--- config.mk ---
export PLATFORM = sky130hd
export DESIGN_NAME = spare_status_unpacker
export DESIGN_NICKNAME = d
export VERILOG_FILES = /design/src/rtl/sst_pkg.sv /design/src/rtl/sst_framer.sv /design/src/rtl/sst_classify.sv /design/src/rtl/sst_tally.sv /design/src/rtl/spare_status_unpacker.sv
export SDC_FILE = /design/constraint.sdc
export NUM_CORES = 1
export LEC_CHECK = 0
export CAP_MARGIN = 20
export CORE_UTILIZATION = 57
export CTS_CLUSTER_DIAMETER = 200
export DETAILED_ROUTE_END_ITERATION = 6
export GPL_TIMING_DRIVEN = 0
export PLACE_DENSITY = 0.84
export SYNTH_ARGS = -nofsm -noshare
export SYNTH_HDL_FRONTEND = slang
export SYNTH_HIERARCHICAL = 1
export SYNTH_SLANG_ARGS = --single-unit
--- constraint.sdc ---
create_clock -name clk -period 7.2 [get_ports clk]
set_clock_uncertainty 0.15 [all_clocks]
set_input_delay 1.44 -clock clk [delete_from_list [all_inputs] [get_ports clk]]
set_output_delay 1.44 -clock clk [all_outputs]
set_load 0.02 [all_outputs]
--- src/rtl/sst_pkg.sv ---
package sst_pkg;
  localparam int STAT_LEN = 4;
  localparam logic [7:0] CODE_CLEAN  = 8'h00;
  localparam logic [7:0] CODE_ERASED = 8'hFF;
  localparam logic [7:0] CODE_BAD    = 8'hFE;
  localparam logic [7:0] FIX_LIMIT   = 8'd40;

  typedef enum logic [1:0] {
    KIND_CLEAN  = 2'd0,
    KIND_ERASED = 2'd1,
    KIND_FIXED  = 2'd2,
    KIND_BAD    = 2'd3
  } stat_kind_e;
endpackage

--- src/rtl/sst_framer.sv ---
module sst_framer
  import sst_pkg::*;
#(
  parameter int LEN_W  = 8,
  parameter int STEP_W = 5
) (
  input  logic              clk,
  input  logic              rst_n,
  input  logic              beat,
  input  logic [LEN_W-1:0]  cfg_len,
  input  logic [STEP_W-1:0] cfg_steps,
  output logic              in_gap,
  output logic              page_first,
  output logic              gap_first,
  output logic              page_last
);
  localparam logic [LEN_W-1:0] GAP_LAST_IDX = LEN_W'(STAT_LEN - 1);

  logic              gap_q, gap_d;
  logic [LEN_W-1:0]  idx_q, idx_d;
  logic [STEP_W-1:0] step_q, step_d;
  logic              data_last, gap_last, step_last;

  always_comb begin
    data_last = !gap_q && (idx_q == LEN_W'(cfg_len - 1'b1));
    gap_last  = gap_q && (idx_q == GAP_LAST_IDX);
    step_last = (step_q == STEP_W'(cfg_steps - 1'b1));
    gap_d  = gap_q;
    idx_d  = idx_q;
    step_d = step_q;
    if (beat) begin
      if (data_last) begin
        gap_d = 1'b1;
        idx_d = '0;
      end else if (gap_last) begin
        gap_d  = 1'b0;
        idx_d  = '0;
        step_d = step_last ? '0 : step_q + 1'b1;
      end else begin
        idx_d = idx_q + 1'b1;
      end
    end
  end

  always_ff @(posedge clk or negedge rst_n) begin
    if (!rst_n) begin
      gap_q  <= 1'b0;
      idx_q  <= '0;
      step_q <= '0;
    end else if (beat) begin
      gap_q  <= gap_d;
      idx_q  <= idx_d;
      step_q <= step_d;
    end
  end

  assign in_gap     = gap_q;
  assign page_first = !gap_q && (idx_q == '0) && (step_q == '0);
  assign gap_first  = gap_q && (idx_q == '0);
  assign page_last  = gap_last && step_last;
endmodule

--- src/rtl/sst_classify.sv ---
module sst_classify
  import sst_pkg::*;
(
  input  logic [7:0]  code,
  output stat_kind_e  kind,
  output logic [7:0]  flips
);
  always_comb begin
    flips = 8'd0;
    if (code == CODE_CLEAN) begin
      kind = KIND_CLEAN;
    end else if (code == CODE_ERASED) begin
      kind = KIND_ERASED;
    end else if (code == CODE_BAD || code > FIX_LIMIT) begin
      kind = KIND_BAD;
    end else begin
      kind  = KIND_FIXED;
      flips = code;
    end
  end
endmodule

--- src/rtl/sst_tally.sv ---
module sst_tally
  import sst_pkg::*;
#(
  parameter int CORR_W  = 10,
  parameter int NFAIL_W = 5
) (
  input  logic               clk,
  input  logic               rst_n,
  input  logic               clr,
  input  logic               take,
  input  stat_kind_e         kind,
  input  logic [7:0]         flips,
  input  logic               done,
  output logic               res_valid,
  output logic               res_failed,
  output logic [7:0]         res_max,
  output logic [CORR_W-1:0]  res_corr,
  output logic [NFAIL_W-1:0] res_nfail
);
  logic [7:0]         max_q, max_d;
  logic [CORR_W-1:0]  corr_q, corr_d;
  logic [NFAIL_W-1:0] nfail_q, nfail_d;
  logic               upd;
  logic               done_q;

  always_comb begin
    max_d   = max_q;
    corr_d  = corr_q;
    nfail_d = nfail_q;
    if (clr) begin
      max_d   = '0;
      corr_d  = '0;
      nfail_d = '0;
    end else if (take) begin
      if (kind == KIND_BAD) begin
        nfail_d = nfail_q + 1'b1;
      end else if (kind == KIND_FIXED) begin
        corr_d = corr_q + CORR_W'(flips);
        if (flips > max_q) max_d = flips;
      end
    end
  end

  assign upd = clr | take;

  always_ff @(posedge clk or negedge rst_n) begin
    if (!rst_n) begin
      max_q   <= '0;
      corr_q  <= '0;
      nfail_q <= '0;
    end else if (upd) begin
      max_q   <= max_d;
      corr_q  <= corr_d;
      nfail_q <= nfail_d;
    end
  end

  always_ff @(posedge clk or negedge rst_n) begin
    if (!rst_n) done_q <= 1'b0;
    else        done_q <= done;
  end

  assign res_valid  = done_q;
  assign res_failed = (nfail_q != '0);
  assign res_max    = max_q;
  assign res_corr   = corr_q;
  assign res_nfail  = nfail_q;
endmodule

--- src/rtl/spare_status_unpacker.sv ---
module spare_status_unpacker
  import sst_pkg::*;
#(
  parameter int MAX_STEPS = 16,
  parameter int LEN_W     = 8,
  localparam int STEP_W   = $clog2(MAX_STEPS + 1),
  localparam int CORR_W   = $clog2(MAX_STEPS * 40 + 1),
  localparam int NFAIL_W  = $clog2(MAX_STEPS + 1)
) (
  input  logic               clk,
  input  logic               rst_n,
  input  logic [LEN_W-1:0]   cfg_step_bytes,
  input  logic [STEP_W-1:0]  cfg_steps,
  input  logic               in_valid,
  input  logic [7:0]         in_data,
  output logic               in_ready,
  output logic               out_valid,
  output logic [7:0]         out_data,
  input  logic               out_ready,
  output logic               res_valid,
  output logic               res_failed,
  output logic [7:0]         res_max_flips,
  output logic [CORR_W-1:0]  res_corrected,
  output logic [NFAIL_W-1:0] res_fail_steps
);
  logic       in_gap, page_first, gap_first, page_last;
  logic       beat;
  stat_kind_e kind;
  logic [7:0] flips;

  assign in_ready  = in_gap | out_ready;
  assign out_valid = in_valid & ~in_gap;
  assign out_data  = in_data;
  assign beat      = in_valid & in_ready;

  sst_framer #(.LEN_W(LEN_W), .STEP_W(STEP_W)) u_framer (
    .clk        (clk),
    .rst_n      (rst_n),
    .beat       (beat),
    .cfg_len    (cfg_step_bytes),
    .cfg_steps  (cfg_steps),
    .in_gap     (in_gap),
    .page_first (page_first),
    .gap_first  (gap_first),
    .page_last  (page_last)
  );

  sst_classify u_class (
    .code  (in_data),
    .kind  (kind),
    .flips (flips)
  );

  sst_tally #(.CORR_W(CORR_W), .NFAIL_W(NFAIL_W)) u_tally (
    .clk        (clk),
    .rst_n      (rst_n),
    .clr        (beat & page_first),
    .take       (beat & gap_first),
    .kind       (kind),
    .flips      (flips),
    .done       (beat & page_last),
    .res_valid  (res_valid),
    .res_failed (res_failed),
    .res_max    (res_max_flips),
    .res_corr   (res_corrected),
    .res_nfail  (res_fail_steps)
  );
endmodule

* Word-level counts from Yosys, hierarchy flattened *
Index checks and enable logic that the tools add are counted.

word-level totals
  output and inout bits = 35
  logic and storage cells = 77
  flip-flop bits (word level) = 38
  bits of input ports = 25

cells by class
  equality and inequality tests = 8
  bitwise operators = 9
  add/sub/neg operators = 6
  $lt $le $gt $ge = 2
  reduce and logical (&&, ||, !) cells = 22
  muxes and demuxes = 23

operators with widths
  operator             count
  $mux 8               10
  $mux 10              4
  $mux 5               4
  $eq 8x8->1 const B   2
  $logic_not 8->1      2
  $add 10x8->10        1
  $add 5x1->5 const B  2
  $reduce_bool 2->1    5
  $add 8x1->8 const B  1
  $eq 8x2->1 const B   1
  $eq 8x8->1           1
  $gt 8x6->1 const B   1
  $gt 8x8->1           1
  $sub 8x1->8 const B  1
  $logic_and 1x1->1    6
  $reduce_and 3->1     2
  $and 1x1->1          5
  $eq 5x5->1           1
  $logic_not 5->1      1
  $reduce_and 5->1     1
  $reduce_bool 5->1    1
  $sub 5x1->5 const B  1
  $eq 2x2->1 const B   2
  $mux 2               2
  8 further kinds      12

* Longest topological paths before layout *
  depth in word-level cells = 11
  mapped depth = 10

* Hierarchy *
Netlist, hierarchy kept.

modules (own cells, without submodules)
  module                 cells each  times used  area each (um^2)
  sst_tally              182         1           1640.3
  sst_framer             135         1           1199.9
  sst_classify           20          1           138.9
  spare_status_unpacker  14          1           110.1

* Worst setup path before layout *
Ideal clock, no wire load.

  path type = input port to flip-flop
  start point = input in_data[2]
  end point = register u_tally.max_q[0], in the netlist u_tally/res_max[0]
  setup time = 0.132 ns
  setup slack = 3.684 ns
  data arrival time = 3.234 ns
  cell stages on the path = 9
  path buffers = 0
  required time = 6.918 ns
  path through = nor4_4 > a22oi_2 > nor2_2 > ha_1 > a21oi_2 > o21ai_2 > o311ai_4 > mux2i_1 > nor2_1

on the way
  elaborated cells on any way between the ends = 23

RTL lines
  element                                                           line                              RTL
  start: declaration                                                spare_status_unpacker.sv:15       input logic [7:0] in_data,
  $gt 8x6->1 / $eq 8x8->1 (equally long branches)                   sst_classify.sv:14                end else if (code == CODE_BAD || code > FIX_LIMIT) begin
  $logic_or 1x1->1                                                  sst_classify.sv:14
  $mux 1                                                            sst_classify.sv:14
  $mux 2                                                            sst_classify.sv:12                end else if (code == CODE_ERASED) begin
  $mux 2 (*)                                                        sst_classify.sv:10                if (code == CODE_CLEAN) begin
  net kind[0]                                                       spare_status_unpacker.sv:28       stat_kind_e kind;
  $eq 2x2->1, on equally long branches                              sst_tally.sv:35, sst_tally.sv:37
  $ne 2x1->1 (no line) / $reduce_bool 2->1 (equally long branches)  n/a
  $reduce_and 5->1 (no line) (*)                                    n/a
  end signal: assignment                                            sst_tally.sv:52                   max_q <= max_d;
  end: declaration                                                  sst_tally.sv:20                   logic [7:0] max_q, max_d;

Mark *: on every way through the listed nets, which the timed path passes. The rest lies on a longest branch. The select of a mux whose other input is x is not followed.
A chain may end at the register's enable or synchronous reset.

* Worst setup path in the final report *
  start point = input in_data[4]
  end point = output out_data[4]

RTL lines
  element           line                         RTL
  end: declaration  spare_status_unpacker.sv:18  output logic [7:0] out_data,

No word-level cell between the ends.

==> impl_metrics.toml <==
[status]
outcome = "finished, final reports clean"

[drt]
antenna_left = 0
drt_first_pass_iters = 4
wl_mm = 6.90
avgRoutedWirePerCell_um = 14.1
vias = 2789
drc = 0
drtIter0Drc = 151
viasPerCell = 5.70

[global_route]
antenna_found_initial = 0
grt_pass1_wl_mm = 11.0
grt_max_degree = 39
grtUsageTotal_pct = 25.4
grt_pass1_vias = 2533
grt-ovfl-total = 0

[worst_setup_path]
cpLargestDelayFamily = "buffers and inverters"
cp-end-kind = "output port"
slowest_delay_ns = 0.60
rr_worst_depth = 9
crit_start = "in_data[4]"
critical_path_class = "input pin to output port"
cp.buffers_inverters = 3
worstReg2RegStart = "u_framer/idx_q[2]$_DFFE_PN0P_"
worstPathRequired_ns = 5.61
worst_ep_arrival_time_ns = 2.79
crit_path_end = "out_data[4]"
crit_slowest_cell = "clkdlybuf4s50_1"
crit_fanout = 5
r2r_end = "u_tally/res_corr[6]$_DFFE_PN0P_"
cp_cell_sequence = "clkdlybuf4s50_1 > buf_4 > clkdlybuf4s50_1"
reg2reg_setup_slack_ns = 4.25
crit_top_cell = "clkdlybuf4s50_1"
start_kind = "input pin"
crit_cells = 3

[yosys]
synth.avg_cell_area_um2 = 8.80
synthCells = 351
ys.flop_type = "dfrtp_1"
yosysTopAreaCellShare_pct = 30.8
ys_types = 63
seq_area_frac_synth_pct = 30.8
synth_area_um2 = 3090
synthArstFlopShare_pct = 100
synth_largest_area_cell = "dfrtp_1"
synth_area_leaders = "dfrtp_1 31%, ha_1 9.7%, nor2_1 5.3%"
synth_seq_cells = 38
synth-edff-count = 0
synth_warnings = 6

[clock_tree]
post_cts_resized = 0
clk_latency_ns = 0.29
cts_sinks = 38
clk_path_buf_depth = 2
postCtsSetupBuffers = 0
cts_buffers = 5
cts_root_buf = "clkbuf_8"
htreeDepth = 2
path_clk_slew_ns = 0.07
cts_hold_buffers = 0
cts_tree = "yes"

[cells_and_area]
fillers = 385
area_growth_pct = 25.0
fin_nets = 468
diodes = 0
seqCellArea_um2 = 951
final_core_util_pct = 74.6
layout-drive-gt1-share_pct = 10.7
multiInputGateArea_um2 = 1910

[timing]
fin_crit_ns = 4.38
max-slew-margin-rel_pct = 43.0
setup_viol = 0
rsz0062_at_grt = "no"
tns_ns = 0
hold_viol = 0
worst_pin_slew_ns = 0.855
fmax_mhz = 228
maxSlewViolCount = 0
fin_crit_sh_pct = 60.8

[run]
maxCapViolCount = 0

[power]
ir_drop_uv = 101
p_per_area_nw_per_um2 = 146
p_leak_nw = 1.75

[placement]
place.gp.congestion = 0.899
port_buffers = 59
place_hpwl_mm = 5.15

[floorplan]
fp.dieH_um = 75.6
num_io_pins = 60
start_util_pct = 59.7
core_um2 = 5170
fp.dieW_um = 75.6
rows = 26
dieArea_um2 = 5720

[min_path]
hold_class = "flop to flop"
worst min-delay path by stage:
| stage | start | to | slack, ns | cells past startpoint |
|---|---|---|---|---|
| after floorplan | u_framer/step_q[1]$_DFFE_PN0P_ | u_framer/step_q[1]$_DFFE_PN0P_ | 0.38 | 2 |
| after global placement | u_tally/res_max[3]$_DFFE_PN0P_ | u_tally/res_max[3]$_DFFE_PN0P_ | 0.38 | 2 |
| after detailed placement | u_tally/res_corr[5]$_DFFE_PN0P_ | u_tally/res_corr[5]$_DFFE_PN0P_ | 0.40 | 2 |
| after CTS | u_tally/res_corr[0]$_DFFE_PN0P_ | u_tally/res_corr[0]$_DFFE_PN0P_ | 0.41 | 2 |
| after global routing | u_tally/res_corr[0]$_DFFE_PN0P_ | u_tally/res_corr[0]$_DFFE_PN0P_ | 0.43 | 2 |
| final | u_tally/res_corr[0]$_DFFE_PN0P_ | u_tally/res_corr[0]$_DFFE_PN0P_ | 0.40 | 2 |
metal layers:
metal	routed length, µm	track usage (%)	up-vias
met1	2980	30.6	1328
met2	3510	45.7	80
met5	0	0	-
met4	87	9.26	0
met3	317	4.10	11
li1	-	-	1370
worst reg2reg max path, stage by stage (launching register included):
cell,delay (ns)
dfrtp_1,0.36
buf_4,0.16
nor4_1,0.53
and3_1,0.30
and2_1,0.14
o211a_1,0.19
nand2_1,0.06
nor2_1,0.56
nor3b_1,0.12
a211o_1,0.26
kinds of logic (layout without fill, tap and decap cells):
kind of cell | after synthesis | count (layout) | share of synthesized area [%]
simple gates | 132 | 132 | 23.4
compound gates | 74 | 74 | 17.8
buf+inv | 47 | 114 | 7.53
flops | 38 | 38 | 30.8
xor+xnor | 26 | 26 | 7.37
fa+ha+maj | 25 | 25 | 10.4
mux | 8 | 8 | 2.59
other cells | 1 | 2 | 0.121
cell usage in the layout (no fill, tap or decap), types with 7 or more instances in the layout:
master and n:
clkdlybuf4s50_1 58, a21oi_1 15, buf_4 11, ha_1 24
xnor2_1 15, nand2_1 18, nor2_1 44, mux2i_1 8
o21ai_0 12, inv_1 27, dfrtp_1 38, xor2_1 11
nand3_1 13, nand4_1 9, nor3_1 7
cells in the mapped netlist, types with 2 or more instances:
cell type / number
nor2_1: 44
dfrtp_1: 38
inv_1: 27
ha_1: 24
nand2_1: 18
a21oi_1: 15
xnor2_1: 15
nand3_1: 13
o21ai_0: 12
buf_4: 11
xor2_1: 11
nand4_1: 9
mux2i_1: 8
nor3_1: 7
clkbuf_1: 6
nor3b_1: 6
o211ai_1: 6
a211oi_1: 5
a21o_1: 5
and3_1: 5
nor4_1: 4
o21a_1: 4
nand2b_1: 3
nor2b_1: 3
o211a_1: 3
o22ai_1: 3
a21oi_2: 2
a22o_1: 2
a31oi_1: 2
and2_2: 2
buf_6: 2
nand3b_1: 2
o31a_1: 2
o31ai_1: 2
or3b_2: 2
registers in the layout, summed over array words and instances, names as in the netlist:
name               cells
u_tally/res_nfail      5
u_framer/idx_q         8
u_tally/res_valid      1
u_framer/in_gap        1
u_framer/step_q        5
u_tally/res_corr      10
u_tally/res_max        8
area by class of cell:
type	instances	share of cell area (%)
buffer	20	3.40
clock buffer	6	2.14
clock inverter	2	0.324
inverter	27	2.62
multi-input combinational	267	49.4
sequential	38	24.6
tap	70	2.27
timing repair buffer	59	15.2
through the flow:
| stage | hold slack [ns] | cell area, µm² | power (mW) | setup WS [ns] | instances |
|---|---|---|---|---|---|
| 2_1_floorplan | 0.380 | 3090 | 0.360 | 3.68 | 352 |
| 3_3_place_gp | 0.385 | 3770 | 0.408 | 2.84 | 481 |
| 3_5_place_dp | 0.397 | 3770 | 0.412 | 2.82 | 481 |
| 4_1_cts | 0.407 | 3860 | 0.568 | 2.82 | 489 |
| 5_1_grt | 0.434 | 3860 | 0.596 | 2.78 | 489 |
| 6_report | 0.399 | 3860 | 0.564 | 2.82 | 489 |
power by group:
part / leakage [nW] / internal (mW) / total (mW) / switching (mW)
clock: 0.0472 / 0.0770 / 0.155 / 0.0782
combinational: 1.20 / 0.0774 / 0.157 / 0.0798
sequential: 0.508 / 0.229 / 0.252 / 0.0232
total: 1.75 / 0.383 / 0.564 / 0.181
No activity file was read; power rests on OpenSTA's default activity.
